## src/rtl/dbk_pkg.sv

```systemverilog
package dbk_pkg;
   localparam int N_PT     = 4;
   localparam int N_CH     = 2;
   localparam int AW       = 3;
   localparam int CTRL_W   = 10;
   localparam logic [AW-1:0] CTRL_ADDR = 3'd4;

   // control word: bits 9..0 in the field order below
   typedef struct packed {
      logic       share;     // bit 9
      logic       prot;      // bit 8
      logic [1:0] msk_en;    // bits 7:6
      logic [1:0] rng_en;    // bits 5:4
      logic [3:0] pt_en;     // bits 3:0
   } ctrl_t;
endpackage

```

## src/rtl/dbk_regfile.sv

```systemverilog
module dbk_regfile
   import dbk_pkg::*;
#(
   parameter int DW = 32
) (
   input  logic                     clk,
   input  logic                     rst_n,
   input  logic                     wr_en,
   input  logic [AW-1:0]            wr_addr,
   input  logic [DW-1:0]            wr_data,
   output logic [N_PT-1:0][DW-1:0]  pts,
   output ctrl_t                    ctrl
);
   if (DW < CTRL_W) begin : g_bad_dw
      $error("dbk_regfile: DW must hold the control word");
   end

   for (genvar i = 0; i < N_PT; i++) begin : g_pt
      always_ff @(posedge clk or negedge rst_n) begin
         if (!rst_n)
            pts[i] <= '0;
         else if (wr_en && wr_addr == AW'(i))
            pts[i] <= wr_data;
      end
   end

   always_ff @(posedge clk or negedge rst_n) begin
      if (!rst_n)
         ctrl <= '0;
      else if (wr_en && wr_addr == CTRL_ADDR)
         ctrl <= ctrl_t'(wr_data[CTRL_W-1:0]);
   end

   // an out-of-map write leaves the control word alone
   a_r1_bad_addr_ignored: assert property (@(posedge clk) disable iff (!rst_n)
      (wr_en && wr_addr > CTRL_ADDR) |=> $stable(ctrl));
endmodule

```

## src/rtl/dbk_mask_sel.sv

```systemverilog
module dbk_mask_sel
   import dbk_pkg::*;
#(
   parameter int DW = 32
) (
   input  logic [N_PT-1:0][DW-1:0]  pts,
   input  logic                     shared,
   input  logic                     pt0_en,
   input  logic                     pt2_en,
   input  logic                     rng1_en,
   input  logic [N_CH-1:0]          msk_en,
   output logic [N_CH-1:0][DW-1:0]  mask
);
   logic [N_CH-1:0][DW-1:0] src;

   always_comb begin
      // channel 0: point 0 by default, moves to point 2 once point 0 is claimed
      if (shared)      src[0] = pts[0];
      else if (pt0_en) src[0] = pts[2];
      else             src[0] = pts[0];
      // channel 1: point 2 by default, moves to point 0 once point 2 is claimed
      if (shared)                src[1] = pts[0];
      else if (pt2_en || rng1_en) src[1] = pts[0];
      else                        src[1] = pts[2];
   end

   for (genvar c = 0; c < N_CH; c++) begin : g_gate
      assign mask[c] = msk_en[c] ? src[c] : '0;
   end
endmodule

```

## src/rtl/dbk_channel.sv

```systemverilog
module dbk_channel #(
   parameter int DW        = 32,
   parameter bit HAS_RANGE = 1'b1
) (
   input  logic          clk,
   input  logic          rst_n,
   input  logic          cmp_vld,
   input  logic [DW-1:0] cmp_val,
   input  logic [DW-1:0] lo_pt,
   input  logic [DW-1:0] hi_pt,
   input  logic [DW-1:0] mask,
   input  logic          lo_en,
   input  logic          hi_en,
   input  logic          rng_en,
   input  logic          prot_mode,
   output logic          dbg_o,
   output logic          prot_o
);
   logic [DW-1:0] v_m, lo_m, hi_m;
   logic          pt_hit, rng_hit, hit;

   always_comb begin
      v_m    = cmp_val | mask;
      lo_m   = lo_pt   | mask;
      hi_m   = hi_pt   | mask;
      pt_hit = (lo_en && v_m == lo_m) || (hi_en && v_m == hi_m);
   end

   if (HAS_RANGE) begin : g_range
      assign rng_hit = rng_en && (v_m >= lo_m) && (v_m <= hi_m);
   end else begin : g_no_range
      assign rng_hit = 1'b0;
   end

   assign hit = cmp_vld && (pt_hit || rng_hit);

   always_ff @(posedge clk or negedge rst_n) begin
      if (!rst_n) begin
         dbg_o  <= 1'b0;
         prot_o <= 1'b0;
      end else begin
         dbg_o  <= hit && !prot_mode;
         prot_o <= hit &&  prot_mode;
      end
   end

   // no strobe, no indication next cycle
   a_r9_no_strobe_no_hit: assert property (@(posedge clk) disable iff (!rst_n)
      !cmp_vld |=> !(dbg_o || prot_o));
   // nothing enabled, nothing reported
   a_r11_idle_channel: assert property (@(posedge clk) disable iff (!rst_n)
      !(lo_en || hi_en || rng_en) |=> !(dbg_o || prot_o));
   // indication kind follows the protection bit
   a_r10_kind_exclusive: assert property (@(posedge clk) disable iff (!rst_n)
      $onehot0({dbg_o, prot_o}));
   a_r10_debug_kind: assert property (@(posedge clk) disable iff (!rst_n)
      !prot_mode |=> !prot_o);
   // unmasked in-range strobe must report
   a_r4_inclusive_range: assert property (@(posedge clk) disable iff (!rst_n)
      (HAS_RANGE && cmp_vld && rng_en && mask == '0 &&
       cmp_val >= lo_pt && cmp_val <= hi_pt) |=> (dbg_o || prot_o));
endmodule

```

## src/rtl/dual_bkpt_unit.sv

```systemverilog
module dual_bkpt_unit
   import dbk_pkg::*;
#(
   parameter int DW        = 32,
   parameter bit HAS_RANGE = 1'b1
) (
   input  logic          clk,
   input  logic          rst_n,
   input  logic          wr_en,
   input  logic [2:0]    wr_addr,
   input  logic [DW-1:0] wr_data,
   input  logic          cmp_vld,
   input  logic [DW-1:0] cmp_val,
   output logic [1:0]    dbg_brk,
   output logic [1:0]    prot_brk
);
   if (DW < CTRL_W) begin : g_bad_dw
      $error("dual_bkpt_unit: DW too small for the control word");
   end

   logic [N_PT-1:0][DW-1:0] pts;
   ctrl_t                   ctrl;
   logic                    shared;
   logic [N_CH-1:0][DW-1:0] mask;

   dbk_regfile #(.DW(DW)) u_regs (
      .clk     (clk),
      .rst_n   (rst_n),
      .wr_en   (wr_en),
      .wr_addr (wr_addr),
      .wr_data (wr_data),
      .pts     (pts),
      .ctrl    (ctrl)
   );

   assign shared = ctrl.prot && ctrl.share;

   dbk_mask_sel #(.DW(DW)) u_mask (
      .pts     (pts),
      .shared  (shared),
      .pt0_en  (ctrl.pt_en[0]),
      .pt2_en  (ctrl.pt_en[2]),
      .rng1_en (ctrl.rng_en[1]),
      .msk_en  (ctrl.msk_en),
      .mask    (mask)
   );

   for (genvar c = 0; c < N_CH; c++) begin : g_ch
      logic [DW-1:0] lo_pt, hi_pt;
      logic          lo_en, hi_en;

      assign lo_pt = shared ? pts[2] : pts[2*c];
      assign hi_pt = shared ? pts[3] : pts[2*c+1];
      assign lo_en = !shared && ctrl.pt_en[2*c];
      assign hi_en = !shared && ctrl.pt_en[2*c+1];

      dbk_channel #(.DW(DW), .HAS_RANGE(HAS_RANGE)) u_ch (
         .clk       (clk),
         .rst_n     (rst_n),
         .cmp_vld   (cmp_vld),
         .cmp_val   (cmp_val),
         .lo_pt     (lo_pt),
         .hi_pt     (hi_pt),
         .mask      (mask[c]),
         .lo_en     (lo_en),
         .hi_en     (hi_en),
         .rng_en    (ctrl.rng_en[c]),
         .prot_mode (ctrl.prot),
         .dbg_o     (dbg_brk[c]),
         .prot_o    (prot_brk[c])
      );
   end

   // in the shared mode, identical enables give identical verdicts
   a_r8_shared_agree: assert property (@(posedge clk) disable iff (!rst_n)
      (shared && ctrl.rng_en == 2'b11 && ctrl.msk_en[0] == ctrl.msk_en[1])
      |=> (prot_brk[0] == prot_brk[1]));
endmodule

```

## config.mk

```make
export PLATFORM = sky130hd
export DESIGN_NAME = dual_bkpt_unit
export DESIGN_NICKNAME = d
export VERILOG_FILES = /design/src/rtl/dbk_pkg.sv /design/src/rtl/dbk_regfile.sv /design/src/rtl/dbk_mask_sel.sv /design/src/rtl/dbk_channel.sv /design/src/rtl/dual_bkpt_unit.sv
export SDC_FILE = /design/constraint.sdc
export NUM_CORES = 1
export LEC_CHECK = 0
export BUFFER_PORTS_ARGS = -buffer_cell sky130_fd_sc_hd__clkbuf_2
export CAP_MARGIN = 20
export CELL_PAD_IN_SITES_DETAIL_PLACEMENT = 0
export CELL_PAD_IN_SITES_GLOBAL_PLACEMENT = 1
export CORE_MARGIN = 1.5
export CORE_UTILIZATION = 48
export CTS_CLUSTER_DIAMETER = 200
export CTS_CLUSTER_SIZE = 8
export DETAILED_ROUTE_END_ITERATION = 12
export PLACE_DENSITY = 0.88
export SETUP_SLACK_MARGIN = 0.3
export SLEW_MARGIN = 20
export SYNTH_ARGS = -nofsm -noshare
export SYNTH_HDL_FRONTEND = slang
export SYNTH_SLANG_ARGS = --single-unit
```

## constraint.sdc

```tcl
create_clock -name clk -period 4.2 [get_ports clk]
set_clock_uncertainty 0.15 [all_clocks]
set_input_delay 1.05 -clock clk [delete_from_list [all_inputs] [get_ports clk]]
set_output_delay 1.05 -clock clk [all_outputs]
set_load 0.02 [all_outputs]
```

# After elaboration in Yosys (flattened, before gate mapping)
# Index checks and enable logic that the tools add are counted.
# W data, S select, Z words.
dict set report word_totals {
  reg_bits 142
  inputBits 71
  output_inout_bits 4
  word_cells 71
}
dict set report classes {
  magnitude_cmp 4
  n_eq_ne 8
  n_mux 8
  n_bitwise 6
  n_reduce_logical 32
}
# operator n
set ops {}
lappend ops {{$mux W32} 8}
lappend ops {{$or A32 B32 Y32} 6}
lappend ops {{$eq A32 B32 Y1} 4}
lappend ops {{$ge A32 B32 Y1} 2}
lappend ops {{$le A32 B32 Y1} 2}
lappend ops {{$logic_and A1 B1 Y1} 24}
lappend ops {{$eq A3 B2 Y1 const B} 2}
lappend ops {{$logic_or A1 B1 Y1} 5}
lappend ops {{$eq A3 B1 Y1 const B} 1}
lappend ops {{$eq A3 B3 Y1 const B} 1}
lappend ops {{$logic_not A3 Y1} 1}
lappend ops {{$logic_not A1 Y1} 2}

# Depth between registers and ports, before layout
dict set report depth {
  ltp_word 11
  mapped_depth 15
  mapped_depth_nobuf 14
}

# By module
# A second synthesis with hierarchy kept.
dict set report hier_totals {
  hier_cells 1129
  hier_area_um2 10963.0
}
# mod cells_each instances seq_area_each_um2 area_per_inst_um2
set modules_own_cells {}
lappend modules_own_cells {dbk_regfile 296 1 3453.3 5201.2}
lappend modules_own_cells {{dbk_channel at g_ch[0].u_ch} 269 1 50.0 1938.1}
lappend modules_own_cells {{dbk_channel at g_ch[1].u_ch} 269 1 50.0 1934.4}
lappend modules_own_cells {dbk_mask_sel 218 1 0.0 1069.8}
lappend modules_own_cells {dual_bkpt_unit 77 1 0.0 819.5}

# Worst setup path after synthesis
# OpenSTA, ideal clock, no wires.
dict set report synth_path {
  kind {flip-flop to flip-flop}
  start {reg u_regs.ctrl[9] (netlist name)}
  end {reg g_ch[1].u_ch.dbg_o}
  synth_period_minus_slack_ns 3.456
  path_buffers 2
  path_stages_with_launch 16
  t_arrival_ns 3.229
  t_required_ns 3.973
  path_slack_ns 0.744
  setup_time_ns 0.077
  cell_sequence {dfrtp_1 and2_1 clkbuf_1 nor3_1 clkbuf_1 nand2_1 a21boi_1 or2_1 ha_1 a21oi_1 nand2_1 a221o_1 o31ai_1 o211ai_1 a221o_1 a21oi_1}
}
dict set report synth_via {
  elab_chain_len 10
  word_cells_on_any_way 21
  classes_between {2 x order compare; 2 x eq/ne; 2 x mux; 3 x bitwise; 12 x reduce/logical}
}
# element line_no
set synth_rtl {}
lappend synth_rtl {{$logic_and A1 B1 Y1 *} dual_bkpt_unit.sv:36} ;# assign shared = ctrl.prot && ctrl.share;
lappend synth_rtl {{$mux W32} dbk_mask_sel.sv:22} ;# if (shared) src[1] = pts[0];
lappend synth_rtl {{$mux W32} dbk_mask_sel.sv:28} ;# assign mask[c] = msk_en[c] ? src[c] : '0;
lappend synth_rtl {{$or A32 B32 Y32 (on tied branches)} {dbk_channel.sv:23, dbk_channel.sv:24, dbk_channel.sv:25}}
lappend synth_rtl {{$ge A32 B32 Y1 / $eq A32 B32 Y1 (equally long branches)} {dbk_channel.sv:30, dbk_channel.sv:26}}
lappend synth_rtl {{$logic_and A1 B1 Y1 (on tied branches)} {dbk_channel.sv:30, dbk_channel.sv:26}}
lappend synth_rtl {{$logic_and A1 B1 Y1 / $logic_or A1 B1 Y1 (equally long branches)} {dbk_channel.sv:30, dbk_channel.sv:26}}
lappend synth_rtl {{$logic_or A1 B1 Y1 *} dbk_channel.sv:35} ;# assign hit = cmp_vld && (pt_hit || rng_hit);
lappend synth_rtl {{$logic_and A1 B1 Y1 *} dbk_channel.sv:35}
lappend synth_rtl {{$logic_and A1 B1 Y1 *} dbk_channel.sv:42} ;# dbg_o <= hit && !prot_mode;
lappend synth_rtl {{end signal: assignment} dbk_channel.sv:42}
lappend synth_rtl {{end: declaration} dbk_channel.sv:16} ;# output logic dbg_o,
# Mark *: on every way between the ends. The rest lies on a longest branch, timed or not.
# A chain may end at the register's enable or synchronous reset.

# Worst setup path after layout
dict set report layout_path {
  start {reg u_regs.ctrl[9] (netlist name)}
  end {reg g_ch[1].u_ch.dbg_o}
}
dict set report layout_via {
  elab_chain_len 10
  word_cells_on_any_way 21
  classes_between {2 x order compare; 2 x eq/ne; 2 x mux; 3 x bitwise; 12 x reduce/logical}
}
# element line_no
set layout_rtl {}
lappend layout_rtl {{$logic_and A1 B1 Y1 *} dual_bkpt_unit.sv:36}
lappend layout_rtl {{$mux W32} dbk_mask_sel.sv:22}
lappend layout_rtl {{$mux W32} dbk_mask_sel.sv:28}
lappend layout_rtl {{$or A32 B32 Y32 (on tied branches)} {dbk_channel.sv:23, dbk_channel.sv:24, dbk_channel.sv:25}}
lappend layout_rtl {{$ge A32 B32 Y1 / $eq A32 B32 Y1 (equally long branches)} {dbk_channel.sv:30, dbk_channel.sv:26}}
lappend layout_rtl {{$logic_and A1 B1 Y1 (on tied branches)} {dbk_channel.sv:30, dbk_channel.sv:26}}
lappend layout_rtl {{$logic_and A1 B1 Y1 / $logic_or A1 B1 Y1 (equally long branches)} {dbk_channel.sv:30, dbk_channel.sv:26}}
lappend layout_rtl {{$logic_or A1 B1 Y1 *} dbk_channel.sv:35}
lappend layout_rtl {{$logic_and A1 B1 Y1 *} dbk_channel.sv:35}
lappend layout_rtl {{$logic_and A1 B1 Y1 *} dbk_channel.sv:42}
# Marks and branches as above.

==> summary.md <==
| Metric | Value |
|---|---|
| Status | finished clean |
| Arrival @ worst endpoint | 3.89 ns |
| Final HPWL DP | 22100 microns |
| Hold Vio Cnt, Final | 0 |
| Post-synth EDFFs | 0 |
| Initial drt markers | 646 |
| Port Buffer Count | 74 |
| H-tree levels | 4 |
| Max Cap Viol | 0 |
| Overflow after GRT | 0 |
| Pins Over Slew Limit | 0 |
| Worst vdd ir | 0.241 mV |
| Worst-skew pair later-pin latency | 0.43 ns |
| Starting Density | 0.492 |
| Number of inserted diodes | 0 |
| Clk sinks | 142 |
| Minimum clock period | 3.73 ns |
| Tot GR Track Use | 0.268 |
| Cell area after layout | 0.0122 sq mm |
| Dpl ws | 0.339 ns |
| Syn nets | 1346 |
| CTS root buffer | clkbuf_16 |
| Critical R2R Capture | g_ch[1].u_ch.dbg_o$_DFF_PN0_ |
| DR vias | 9116 |
| Fin Setup TNS | 0 ns |
| TritonCTS Buffers | 17 |
| Drt drc | 0 |
| Core Area | 0.0220 sq mm |
| Seq cells post-synth | 142 |
| Largest net degree at the start of global routing | 78 |
| Worst r2r src | u_regs.ctrl[9]$_DFFE_PN0P_ |
| IO Pins | 75 |
| Area Overhead vs Synth | 13.0% |
| Hold path cells | 1 |
| Nets | 1409 |
| Fraction of registers with async set/reset | 1.00 |
| Wire per inst | 20.5 microns |
| Final WL | 30800 microns |
| DIE HEIGHT | 153 microns |
| Post-synthesis cell type count | 47 |
| Seq/Total Area, Yosys | 0.329 |
| Antenna-violating nets left | 0 |
| Die area | 0.0234 sq mm |
| Hold worst-path end | u_regs.pts[48]$_DFFE_PN0P_ |
| Final WS setup | 0.471 ns |
| R2R Setup Slk | 0.47 ns |
| First-pass GRT wire length | 49100 microns |
| Cells after synthesis | 1147 |
| Worst slew pin tran | 0.959 ns |
| Fraction of layout cells with a size suffix above 1 | 0.279 |
| Die width | 153 microns |
| Clk slew on worst S/H paths | 0.06 ns |
| Initial antenna violation count | 0 |
| Worst setup EP type | register |
| CTS tree | yes |
| # rows | 54 |
| Cell Pwr Density | 538 mW/mm^2 |
| Final period util | 0.888 |
| WP data required | 4.36 ns |
| Reg2Reg Depth | 14 |
| Fmax | 0.268 GHz |
| RSZ-0062 raised after global routing | true |
| Initial DRT Pass Iterations | 7 |
| Crit start category | register |
| Relative slew slack | 0.357 |
| RePlAce Congestion | 0.947 |
| Post-DP Area | 0.0115 sq mm |
| Hold Startpoint | u_regs.pts[48]$_DFFE_PN0P_ |
| Post-DR vias/cell | 6.07 |
| Post-synth top flop | dfrtp_1 |
| Yosys warns | 0 |
| Leakage power | 5.45 nW |
| Critical path class | reg -> reg |
| WHS | 0.347 ns |
| Synth Cell Area | 0.0108 sq mm |
| Final setup vio count | 0 |
| Hold Crit Class | reg -> reg |
| Post-CTS Setup Inserts | 0 |
| Maximum buffer depth of the clock tree | 2 |
| Vias in the first global route | 9043 |
| Crit path max fanout | 25 |
| Mean post-synth cell area | 9.41 sq um |
| Final core utilization | 0.555 |
-- critical path: stages (launching register included) --
cell	delay, ns
dfrtp_1	0.45
and2_2	0.26
nor3_2	0.26
buf_12	0.25
nand2_1	0.08
a21boi_1	0.15
nor2_1	0.06
ha_1	0.31
nand4_1	0.29
nor4_4	0.47
a21boi_0	0.39
o31ai_1	0.13
o211ai_1	0.10
a221o_1	0.20
a21oi_1	0.06
-- power by group --
group / total (W) / internal (W) / switching, W / leakage (nW)
sequential: 0.00199 / 0.00167 / 0.000329 / 1.71
combinational: 0.00301 / 0.00135 / 0.00166 / 3.46
clock: 0.00156 / 0.000950 / 0.000610 / 0.282
total: 0.00656 / 0.00396 / 0.00260 / 5.45
-- per-layer routing --
metal | wire length [microns] | part of all wire | vias to the layer above | global-route usage
li1 | - | - | 4298 | -
met3 | 2120 | 0.069 | 43 | 0.0471
met4 | 495 | 0.016 | 0 | 0.0840
met2 | 14200 | 0.46 | 322 | 0.433
met5 | 0 | 0 | - | 0
met1 | 14000 | 0.45 | 4453 | 0.367
-- cell type report --
class                      count  area (sq um)
fill                        1930          9760
multi-input combinational    941          7050
sequential                   142          3550
clock inverter                13           164
tap                          280           350
clock buffer                  19           443
inverter                       9          33.8
timing repair buffer          99           604
-- per-stage QoR --
step,power (W),cells
floorplan,0.00402,1147
global placement,0.00486,1471
detailed placement,0.00492,1471
CTS,0.00652,1503
global route,0.00704,1503
finish,0.00656,1503
-- cells in the final DEF, fill, tap and decap left out, types with 13 or more instances in the layout --
cell / synthesis / layout
and2_1: 61 / 60
clkbuf_2: 0 / 73
nor2_1: 42 / 40
a21oi_1: 84 / 84
mux2_2: 134 / 134
nand2_1: 168 / 167
or2_2: 55 / 55
o21ai_0: 18 / 18
nand3_1: 22 / 21
a211oi_1: 59 / 59
ha_1: 128 / 128
clkbuf_16: 0 / 17
nand4_1: 18 / 18
a21o_1: 13 / 13
dfrtp_1: 142 / 142
buf_4: 4 / 19
a21boi_1: 59 / 58
-- timing repair --
| item | in CTS | in global routing |
|---|---|---|
| hold buffers | 0 | 0 |
| endpoints found under the setup margin | 0 | 4 |
| hold endpoints to repair | 0 | 0 |
| gates resized for setup | 0 | 9 |
-- cell usage after synthesis, types with 4 or more instances --
cell type,instances,share of area
o21ai_0,18,0.0083
and2_1,61,0.035
nor2_1,42,0.015
a221o_1,6,0.0056
nand3_1,22,0.010
nor2b_1,4,0.0023
clkbuf_1,43,0.015
nor3_1,4,0.0019
buf_1,5,0.0017
nor4_1,4,0.0023
inv_1,9,0.0031
or2_2,55,0.032
a21boi_0,6,0.0042
a21oi_1,84,0.039
mux2_2,134,0.14
ha_1,128,0.15
or2_1,10,0.0058
and4_1,9,0.0073
a21boi_1,59,0.041
a21o_1,13,0.0090
buf_4,4,0.0028
a221oi_1,10,0.0081
nand4_1,18,0.010
a211oi_1,59,0.041
nand2_1,168,0.058
dfrtp_1,142,0.33
-- worst max path at each step --
stage	from	cells past startpoint	endpoint	slack, ns
2_1_floorplan	u_regs.ctrl[9]$_DFFE_PN0P_	15	g_ch[1].u_ch.dbg_o$_DFF_PN0_	0.74
3_3_place_gp	cmp_val[9]	10	g_ch[1].u_ch.dbg_o$_DFF_PN0_	0.46
3_5_place_dp	u_regs.ctrl[9]$_DFFE_PN0P_	14	g_ch[1].u_ch.dbg_o$_DFF_PN0_	0.34
4_1_cts	u_regs.ctrl[9]$_DFFE_PN0P_	14	g_ch[1].u_ch.dbg_o$_DFF_PN0_	0.31
5_1_grt	u_regs.ctrl[9]$_DFFE_PN0P_	14	g_ch[1].u_ch.prot_o$_DFF_PN0_	0.28
6_report	u_regs.ctrl[9]$_DFFE_PN0P_	14	g_ch[1].u_ch.dbg_o$_DFF_PN0_	0.47
-- cells by family (layout without fill, tap and decap cells) --
kind of cell               count (synthesis)  count (layout)  share of synthesized area
and+or+nand+nor                          413             413                      0.193
AOI/OAI and AO/OA                        266             266                      0.166
DFF                                      142             142                      0.329
muxes                                    134             134                      0.140
adders and majority gates                128             128                      0.148
buffers and inverters                     64             140                     0.0240
-- registers in the layout, indices dropped and copies added, names as in the netlist --
signal	flops
u_regs.pts	128
u_regs.ctrl	10
g_ch.u_ch.dbg_o	2
g_ch.u_ch.prot_o	2
No activity file was read; power rests on OpenSTA's default activity.
